## config.mk

```make
export PLATFORM = sky130hd
export DESIGN_NAME = owm_master
export DESIGN_NICKNAME = d
export VERILOG_FILES = /design/src/rtl/owm_pkg.sv /design/src/rtl/owm_sync.sv /design/src/rtl/owm_slot_timer.sv /design/src/rtl/owm_shifter.sv /design/src/rtl/owm_master.sv
export SDC_FILE = /design/constraint.sdc
export NUM_CORES = 1
export LEC_CHECK = 0
export BUFFER_PORTS_ARGS = -buffer_cell sky130_fd_sc_hd__buf_2
export CAP_MARGIN = 10
export CELL_PAD_IN_SITES_DETAIL_PLACEMENT = 0
export CELL_PAD_IN_SITES_GLOBAL_PLACEMENT = 1
export CORE_MARGIN = 4
export CORE_UTILIZATION = 35
export CTS_CLUSTER_SIZE = 20
export DETAILED_ROUTE_END_ITERATION = 10
export PLACE_DENSITY_LB_ADDON = 0.2
export SYNTH_ARGS = -nofsm -noshare
export SYNTH_HDL_FRONTEND = slang
export SYNTH_SLANG_ARGS = --single-unit
```

## constraint.sdc

```tcl
create_clock -name clk -period 4.8 [get_ports clk]
set_input_delay 0.24 -clock clk [delete_from_list [all_inputs] [get_ports clk]]
set_output_delay 0.24 -clock clk [all_outputs]
set_load 0.01 [all_outputs]
```

## src/rtl/owm_pkg.sv

```systemverilog
package owm_pkg;

    typedef enum logic [1:0] {
        OP_NONE  = 2'b00,
        OP_RESET = 2'b01,
        OP_WRITE = 2'b10,
        OP_READ  = 2'b11
    } owm_op_e;

    typedef enum logic [1:0] {
        ST_IDLE,
        ST_RESET,
        ST_WRITE,
        ST_READ
    } owm_state_e;

endpackage

```

## src/rtl/owm_sync.sv

```systemverilog
module owm_sync #(
    parameter int STAGES = 2
) (
    input  logic clk,
    input  logic rst_n,
    input  logic d,
    output logic q
);
    // Idle bus level is high, so the chain resets to ones.
    logic [STAGES-1:0] chain_q;

    always_ff @(posedge clk or negedge rst_n) begin
        if (!rst_n) begin
            chain_q <= '1;
        end else begin
            chain_q <= {chain_q[STAGES-2:0], d};
        end
    end

    assign q = chain_q[STAGES-1];
endmodule

```

## src/rtl/owm_slot_timer.sv

```systemverilog
module owm_slot_timer #(
    parameter int CW = 10
) (
    input  logic          clk,
    input  logic          rst_n,
    input  logic          clear,
    input  logic          tick,
    output logic [CW-1:0] count
);
    always_ff @(posedge clk or negedge rst_n) begin
        if (!rst_n) begin
            count <= '0;
        end else if (clear) begin
            count <= '0;
        end else if (tick) begin
            count <= count + 1'b1;
        end
    end
endmodule

```

## src/rtl/owm_shifter.sv

```systemverilog
module owm_shifter #(
    parameter int W = 8
) (
    input  logic         clk,
    input  logic         rst_n,
    input  logic         load,
    input  logic [W-1:0] load_val,
    input  logic         shift,
    input  logic         shift_in,
    output logic [W-1:0] q
);
    // Right shift: bit 0 leaves first, new bits enter at the top.
    always_ff @(posedge clk or negedge rst_n) begin
        if (!rst_n) begin
            q <= '0;
        end else if (load) begin
            q <= load_val;
        end else if (shift) begin
            q <= {shift_in, q[W-1:1]};
        end
    end
endmodule

```

## src/rtl/owm_master.sv

```systemverilog
module owm_master #(
    parameter int BITS       = 8,
    parameter int RST_LOW    = 480,
    parameter int RST_SAMPLE = 560,
    parameter int RST_SLOT   = 1000,
    parameter int WR_SLOT    = 100,
    parameter int WR1_LOW    = 1,
    parameter int WR0_LOW    = 89,
    parameter int RD_SLOT    = 80,
    parameter int RD_LOW     = 1,
    parameter int RD_SAMPLE  = 8,
    parameter int SYNC_STAGES = 2
) (
    input  logic            clk,
    input  logic            rst_n,
    input  logic            tick_us,
    input  logic            cmd_valid,
    input  logic [1:0]      cmd_op,
    input  logic [BITS-1:0] cmd_data,
    input  logic            bus_in,
    output logic            bus_oe,
    output logic            busy,
    output logic            done,
    output logic [BITS-1:0] rx_data,
    output logic            presence
);
    import owm_pkg::*;

    localparam int CW = $clog2(RST_SLOT + 1);
    localparam int BW = (BITS > 1) ? $clog2(BITS) : 1;

    localparam logic [CW-1:0] RST_END = CW'(RST_SLOT - 1);
    localparam logic [CW-1:0] RST_SMP = CW'(RST_SAMPLE - 1);
    localparam logic [CW-1:0] RST_LO  = CW'(RST_LOW);
    localparam logic [CW-1:0] WR_END  = CW'(WR_SLOT - 1);
    localparam logic [CW-1:0] WR1_LO  = CW'(WR1_LOW);
    localparam logic [CW-1:0] WR0_LO  = CW'(WR0_LOW);
    localparam logic [CW-1:0] RD_END  = CW'(RD_SLOT - 1);
    localparam logic [CW-1:0] RD_LO   = CW'(RD_LOW);
    localparam logic [CW-1:0] RD_SMP  = CW'(RD_SAMPLE - 1);
    localparam logic [BW-1:0] LAST_BIT = BW'(BITS - 1);

    owm_state_e      state_q, state_d;
    owm_op_e         op;
    logic [CW-1:0]   slot_cnt;
    logic [CW-1:0]   end_v, smp_v, low_len;
    logic            has_smp;
    logic            line_s;
    logic [BITS-1:0] sh_q;
    logic [BW-1:0]   bit_q;
    logic            start_ok, slot_end, smp_hit, final_slot;
    logic            tmr_clear, sh_shift, sh_in;
    logic            pres_smp_q, done_q, presence_q;
    logic [BITS-1:0] rx_q;

    assign op = owm_op_e'(cmd_op);

    owm_sync #(.STAGES(SYNC_STAGES)) u_sync (
        .clk   (clk),
        .rst_n (rst_n),
        .d     (bus_in),
        .q     (line_s)
    );

    owm_slot_timer #(.CW(CW)) u_timer (
        .clk   (clk),
        .rst_n (rst_n),
        .clear (tmr_clear),
        .tick  (tick_us),
        .count (slot_cnt)
    );

    owm_shifter #(.W(BITS)) u_shift (
        .clk      (clk),
        .rst_n    (rst_n),
        .load     (start_ok),
        .load_val (cmd_data),
        .shift    (sh_shift),
        .shift_in (sh_in),
        .q        (sh_q)
    );

    // Per-state slot shape: end tick, sample tick and low-pulse length.
    always_comb begin
        end_v   = '0;
        smp_v   = '0;
        low_len = '0;
        has_smp = 1'b0;
        unique case (state_q)
            ST_IDLE: begin
                end_v = '0;
            end
            ST_RESET: begin
                end_v   = RST_END;
                smp_v   = RST_SMP;
                low_len = RST_LO;
                has_smp = 1'b1;
            end
            ST_WRITE: begin
                end_v   = WR_END;
                low_len = sh_q[0] ? WR1_LO : WR0_LO;
            end
            ST_READ: begin
                end_v   = RD_END;
                smp_v   = RD_SMP;
                low_len = RD_LO;
                has_smp = 1'b1;
            end
            default: begin
                end_v = '0;
            end
        endcase
    end

    assign start_ok   = cmd_valid && (state_q == ST_IDLE) && (op != OP_NONE);
    assign slot_end   = tick_us && (state_q != ST_IDLE) && (slot_cnt == end_v);
    assign smp_hit    = tick_us && has_smp && (slot_cnt == smp_v);
    assign final_slot = slot_end && ((state_q == ST_RESET) || (bit_q == LAST_BIT));
    assign tmr_clear  = (state_q == ST_IDLE) || slot_end;
    assign sh_shift   = ((state_q == ST_WRITE) && slot_end) ||
                        ((state_q == ST_READ) && smp_hit);
    assign sh_in      = (state_q == ST_READ) ? line_s : 1'b0;

    // Next-state logic.
    always_comb begin
        state_d = state_q;
        unique case (state_q)
            ST_IDLE: begin
                if (start_ok) begin
                    unique case (op)
                        OP_RESET: state_d = ST_RESET;
                        OP_WRITE: state_d = ST_WRITE;
                        OP_READ:  state_d = ST_READ;
                        default:  state_d = ST_IDLE;
                    endcase
                end
            end
            ST_RESET: begin
                if (final_slot) state_d = ST_IDLE;
            end
            ST_WRITE, ST_READ: begin
                if (final_slot) state_d = ST_IDLE;
            end
            default: state_d = ST_IDLE;
        endcase
    end

    // State register and bit index.
    always_ff @(posedge clk or negedge rst_n) begin
        if (!rst_n) begin
            state_q <= ST_IDLE;
            bit_q   <= '0;
        end else begin
            state_q <= state_d;
            if (state_q == ST_IDLE) begin
                bit_q <= '0;
            end else if (slot_end) begin
                bit_q <= bit_q + 1'b1;
            end
        end
    end

    // Registered outputs: completion strobe and latched results.
    always_ff @(posedge clk or negedge rst_n) begin
        if (!rst_n) begin
            done_q     <= 1'b0;
            pres_smp_q <= 1'b0;
            presence_q <= 1'b0;
            rx_q       <= '0;
        end else begin
            done_q <= final_slot;
            if (smp_hit && (state_q == ST_RESET)) begin
                pres_smp_q <= ~line_s;
            end
            if (final_slot && (state_q == ST_RESET)) begin
                presence_q <= pres_smp_q;
            end
            if (final_slot && (state_q == ST_READ)) begin
                rx_q <= sh_q;
            end
        end
    end

    assign bus_oe   = (state_q != ST_IDLE) && (slot_cnt < low_len);
    assign busy     = (state_q != ST_IDLE);
    assign done     = done_q;
    assign rx_data  = rx_q;
    assign presence = presence_q;

endmodule

```

After elaboration in Yosys (flattened, before gate mapping). Index checks and enable logic that the tools add are counted.

Input port bits: 15. Bits in writable memories: 0. Register bits: 36. Word-level logic and storage cells: 65. Memories: 0. Memory bits (read-only): 0. Bits in latches: 0. Output and inout bits: 12.

Divide/modulo/power cells: 0. Bitwise logic cells: 1. Reduce and logical (&&, ||, !) cells: 25. Shift operators: 0. Muxes and demuxes: 16. $add $sub $neg: 2. Equal/unequal tests: 11. $lt $le $gt $ge: 1. $mul: 0.

Operator list (number): $pmux W10 S4 (1); $pmux W9 S3 (1); $eq A10 B10 Y1 (2); $mux W10 (2); $pmux W10 S2 (1); $mux W8 (2); $logic_and A1 B1 Y1 (13); $add A10 B1 Y10 const B (1); $lt A10 B10 Y1 (1); $reduce_bool A2 Y1 (5); $eq A2 B2 Y1 const B (4); $mux W7 (1); $mux W3 (2); $pmux W2 S3 (1); $eq A2 B1 Y1 const B (2); $mux W2 (2); $pmux W2 S2 (1); $add A3 B1 Y3 const B (1); $eq A3 B3 Y1 const B (1); $logic_or A1 B1 Y1 (3); $reduce_or A3 Y1 (1); $logic_not A2 Y1 (1); $mux W1 (2); $ne A2 B1 Y1 const B (1); 4 further kinds (4).

Logic depth before layout (Yosys ltp).
Depth in word-level cells: 9. Depth in mapped cells: 10. Depth with buffers taken out: 9.

By module. Synthesis repeated with hierarchy kept, for this count alone.

Cell total of the unflattened synthesis: 188. Area, all modules: 2011.9 um^2.

Modules (own cells, without submodules): owm_master (area an instance 1091.0 um^2, times used 1, sequential area each 400.4 um^2, cells each 105); owm_slot_timer (area an instance 495.5 um^2, times used 1, sequential area each 250.2 um^2, cells each 47); owm_shifter (area an instance 372.9 um^2, times used 1, sequential area each 200.2 um^2, cells each 34); owm_sync (area an instance 52.6 um^2, times used 1, sequential area each 52.6 um^2, cells each 2).

Worst setup path before layout. No wires, ideal clock.

Path kind: reg-to-reg. Start point: register state_q[1]. End point: register rx_q[0] (netlist: rx_data[0]). Cell stages (with the launch flop): 10. Required time: 4.675 ns. Arrival time: 2.510 ns. Library setup time: 0.125 ns. Slack: 2.165 ns. Clock period less this slack: 2.635 ns. Path buffers: 0. Cells stage by stage: dfrtp_1 -> inv_1 -> ha_1 -> inv_1 -> ha_1 -> nand4_1 -> nor4b_2 -> nand3_2 -> nor3b_4 -> mux2_4.

Word-level cells in the longest chain between the ends: 6. Elaborated cells on any way between the ends: 12. Classes of those cells: 4 x eq/ne; 1 x mux; 7 x reduce/logical.

RTL lines: start, declared (RTL line owm_master.sv:43) `owm_state_e state_q, state_d;`; start signal, assigned (RTL line owm_master.sv:154) `state_q <= state_d;`; $eq A2 B2 Y1, or another cell as far along (RTL line owm_master.sv:89, owm_master.sv:178); $pmux W10 S4 (RTL line owm_master.sv:89) `unique case (state_q)`; $eq A10 B10 Y1 (RTL line owm_master.sv:116) `assign slot_end = tick_us && (state_q != ST_IDLE) && (slot_cnt == end_v);`; $logic_and A1 B1 Y1 (RTL line owm_master.sv:116); $logic_and A1 B1 Y1 (RTL line owm_master.sv:118) `assign final_slot = slot_end && ((state_q == ST_RESET) || (bit_q == LAST_BIT));`; $logic_and A1 B1 Y1 * (RTL line owm_master.sv:178) `if (final_slot && (state_q == ST_READ)) begin`; end signal, assigned (RTL line owm_master.sv:179) `rx_q <= sh_q;`; end, declared (RTL line owm_master.sv:54) `logic [BITS-1:0] rx_q;`.

Mark *: on every way between the ends. The rest lies on a longest branch, timed or not. The select of a mux whose other input is x is not followed. A chain may end at the register's enable or synchronous reset.

Worst setup path after layout.
Start point: register state_q[1]. End point: register rx_q[1] (netlist: rx_data[1]).

Same word-level chain as after synthesis.

==> results_dict.tcl <==
set metrics [dict create \
    grt_pass1_wl_um 7180 \
    achievable-frequency_ghz 0.317 \
    syn-num-nets 198 \
    dieArea_um2 6900 \
    area.growth.synth_to_final_pct 15.0 \
    drc_errors 0 \
    cts.sinks 36 \
    postCtsSetupBuffers 0 \
    io-pin-count 27 \
    post_route_cells_drive_above_1_share_pct 31.8 \
    placement.io_buffers 26 \
    initial_utilization_pct 36.0 \
    most-common-layout-cells "sky130_fd_sc_hd__dfrtp_1 (34), sky130_fd_sc_hd__buf_2 (26), sky130_fd_sc_hd__nor2_1 (15)" \
    rr_worst_depth 9 \
    total_leakage_power_nw 1.09 \
    global_route.overflow_total 0 \
    crit_required_ns 4.97 \
    clk_latency_ns 0.29 \
    max_slew_headroom_at_the_worst_pin_pct 25.9 \
    synth_flop_cell "sky130_fd_sc_hd__dfrtp_1" \
    combPwrFrac_pct 36.3 \
    clockBufferDepth 2 \
    critical_path_class "reg -> reg" \
    netlist.top_cell.by_area "sky130_fd_sc_hd__dfrtp_1" \
    detailedRoute.firstPassIterationCount 4 \
    drt-wirelength-per-cell_um 15.2 \
    critPathCaptureType "flip-flop" \
    cts-resized-gates 0 \
    reg2reg_setup_slack_ns 1.65 \
    synth_top_cells_by_area "sky130_fd_sc_hd__dfrtp_1 (43%), sky130_fd_sc_hd__ha_1 (8.2%), sky130_fd_sc_hd__mux2_2 (8.0%), sky130_fd_sc_hd__mux2_4 (6.1%), sky130_fd_sc_hd__xor2_1 (3.6%)" \
    status "completed" \
    unrepaired_setup_endpoints_after_global_routing "false" \
    ys_ff_latch 36 \
    grt_max_degree 37 \
    post-route-period-util_pct 65.7 \
    synthArstFlopShare_pct 100 \
    grtUsageMet1_pct 16.4 \
    vias_per_cell 4.93 \
    final_max_slew_viols 0 \
    cts_root_buf "sky130_fd_sc_hd__clkbuf_8" \
    post-synth-top-area-fraction_pct 43.1 \
    initialDrtViolationCount 57 \
    cp.arrival_ns 3.33 \
    regToRegStartpoint "state_q[1]" \
    htree_num_levels 2 \
    syn_area_per_cell_um2 11.6 \
    synth_cells 170 \
    fin_skew_ns 0.00335 \
    grtUsageTotal_pct 12.8 \
    antenna_found_initial 0 \
    path_max_fanout 12 \
    routed-via-count 1331 \
    timing.hold.worst.class "in -> async" \
    chipHeight_um 83.1 \
    final_hpwl_dp_um 2970 \
    floorplan.rows 27 \
    timing.final.hold_violations 0 \
    use_met3_pct 3.57 \
    timing.critical_path.from "state_q[1]" \
    p_sw_share_pct 36.0 \
    report.final.setup_viol 0 \
    p_int_w 0.000678 \
    edff_count_synth 0 \
    net_switching_power_w 0.000381 \
    gp_congestion 0.801 \
    use_met2_pct 21.0 \
    synth_warn 0 \
    critical_path.reg2reg.endpoint "rx_data[1]" \
    first_global_vias 1468 \
    count_of_nets_left_with_antenna_violations_after_detail_routing 0 \
    power_w 0.00106 \
    clockPowerShare_pct 25.3 \
    antenna_cells_inserted 0 \
    synth.distinct_cells 36 \
    detail_route.wirelength_um 4100 \
    synth_seq_area_share_pct 45.8 \
    post_cts_clock_slew_at_the_launch_and_capture_registers_of_the_worst_setup_and_hold_paths_ns 0.07 \
    layout.cells.most_common "sky130_fd_sc_hd__dfrtp_1" \
    die_w_um 83.1 \
    tritoncts "yes" \
    vdd_drop_max_mv 0.198 \
    grt-busiest-layer "met2" \
    final_net_count 225 \
    hold_buffers 0 \
    setup-tns-final_ns 0 \
    syn_area_um2 1970 \
    power_per_cell_area_nw_per_um2 467 \
    core_area_um2 5470 \
    power.sequential.fraction_pct 38.4 \
    period_minus_slack_ns 3.15 \
    max_slew.worst_pin.slew_ns 1.11 \
    timing.max_cap.violations 0 \
    cts-buffers-inserted 5 \
    cp-start-kind "flip-flop" \
]
worst max-delay path: stages, from the launching register on:
cell and delay [ns]:
sky130_fd_sc_hd__dfrtp_1 0.41, sky130_fd_sc_hd__inv_1 0.12, sky130_fd_sc_hd__ha_1 0.27, sky130_fd_sc_hd__inv_1 0.14
sky130_fd_sc_hd__ha_1 0.37, sky130_fd_sc_hd__nand4_1 0.14, sky130_fd_sc_hd__nor4b_2 0.32, sky130_fd_sc_hd__nand3_2 0.30
sky130_fd_sc_hd__nor3b_4 0.62, sky130_fd_sc_hd__mux2_4 0.35
power groups by stage:
stage	Clock [W]	Sequential, W	Combinational [W]
floorplan	0	0.000385	0.000313
global placement	0	0.000412	0.000376
detailed placement	0	0.000413	0.000387
CTS	0.000276	0.000407	0.000391
global route	0.000292	0.000418	0.000429
finish	0.000268	0.000407	0.000385
how the worst max path moves through the flow:
stage,endpoint,slack [ns],depth (start not counted)
final,rx_data[1],1.65,9
after global routing,rx_data[1],1.36,9
after CTS,rx_data[1],1.60,9
after detailed placement,rx_data[3],1.61,9
after global placement,rx_data[5],1.79,9
after floorplan,rx_data[0],2.16,9
flip-flops by register name, summed over array words and instances, names as in the netlist:
register        count
bit_q               3
done                1
pres_smp_q          1
presence            1
rx_data             8
state_q             2
u_shift.q           8
u_sync.chain_q      2
u_timer.count      10
cell type report:
class / instances / area [um^2]
inverter: 10 / 37.5
multi-input combinational: 118 / 1000
timing repair buffer: 26 / 130
tap: 72 / 90.1
clock buffer: 6 / 72.6
fill: 561 / 3200
clock inverter: 2 / 35.0
sequential: 36 / 903
cell usage after synthesis (all sizes together) (2+ instances only):
master	n
inv	10
mux2	23
nand2	6
nor3	3
o31ai	3
a32o	2
clkbuf	3
a21oi	2
buf	3
nor2	15
o21ai	7
dfstp	2
a2111oi	2
dfrtp	34
nand3	12
ha	13
nor4b	2
xnor2	5
xor2	8
nand4	5
a21o	2
kinds of logic after synthesis:
logic type,after synthesis,share of synthesized area [%]
adders and majority gates,13,8.25
buffers and inverters,16,3.49
and+or+nand+nor,46,12.4
muxes,24,15.2
xor gates and xnor gates,13,5.77
DFF,36,45.8
AOI/OAI and AO/OA,22,9.07
through the flow:
stage,std cells,hold slack (ns),setup slack [ns],util [%],cell area (um^2)
global route,270,0.0347,1.36,41.4,2270
detailed placement,262,0.347,1.61,39.5,2160
CTS,270,0.0387,1.60,41.4,2270
finish,270,0.0411,1.65,41.4,2270
global placement,262,0.346,1.79,39.5,2160
floorplan,170,-0.0556,2.16,-,1970
metal layers:
layer | up-vias | share of wire (%)
met3 | 4 | 4.8
met1 | 645 | 46
li1 | 658 | -
met2 | 24 | 49
met4 | 0 | 0.95
met5 | - | 0
(Power assumes the default switching activity.)
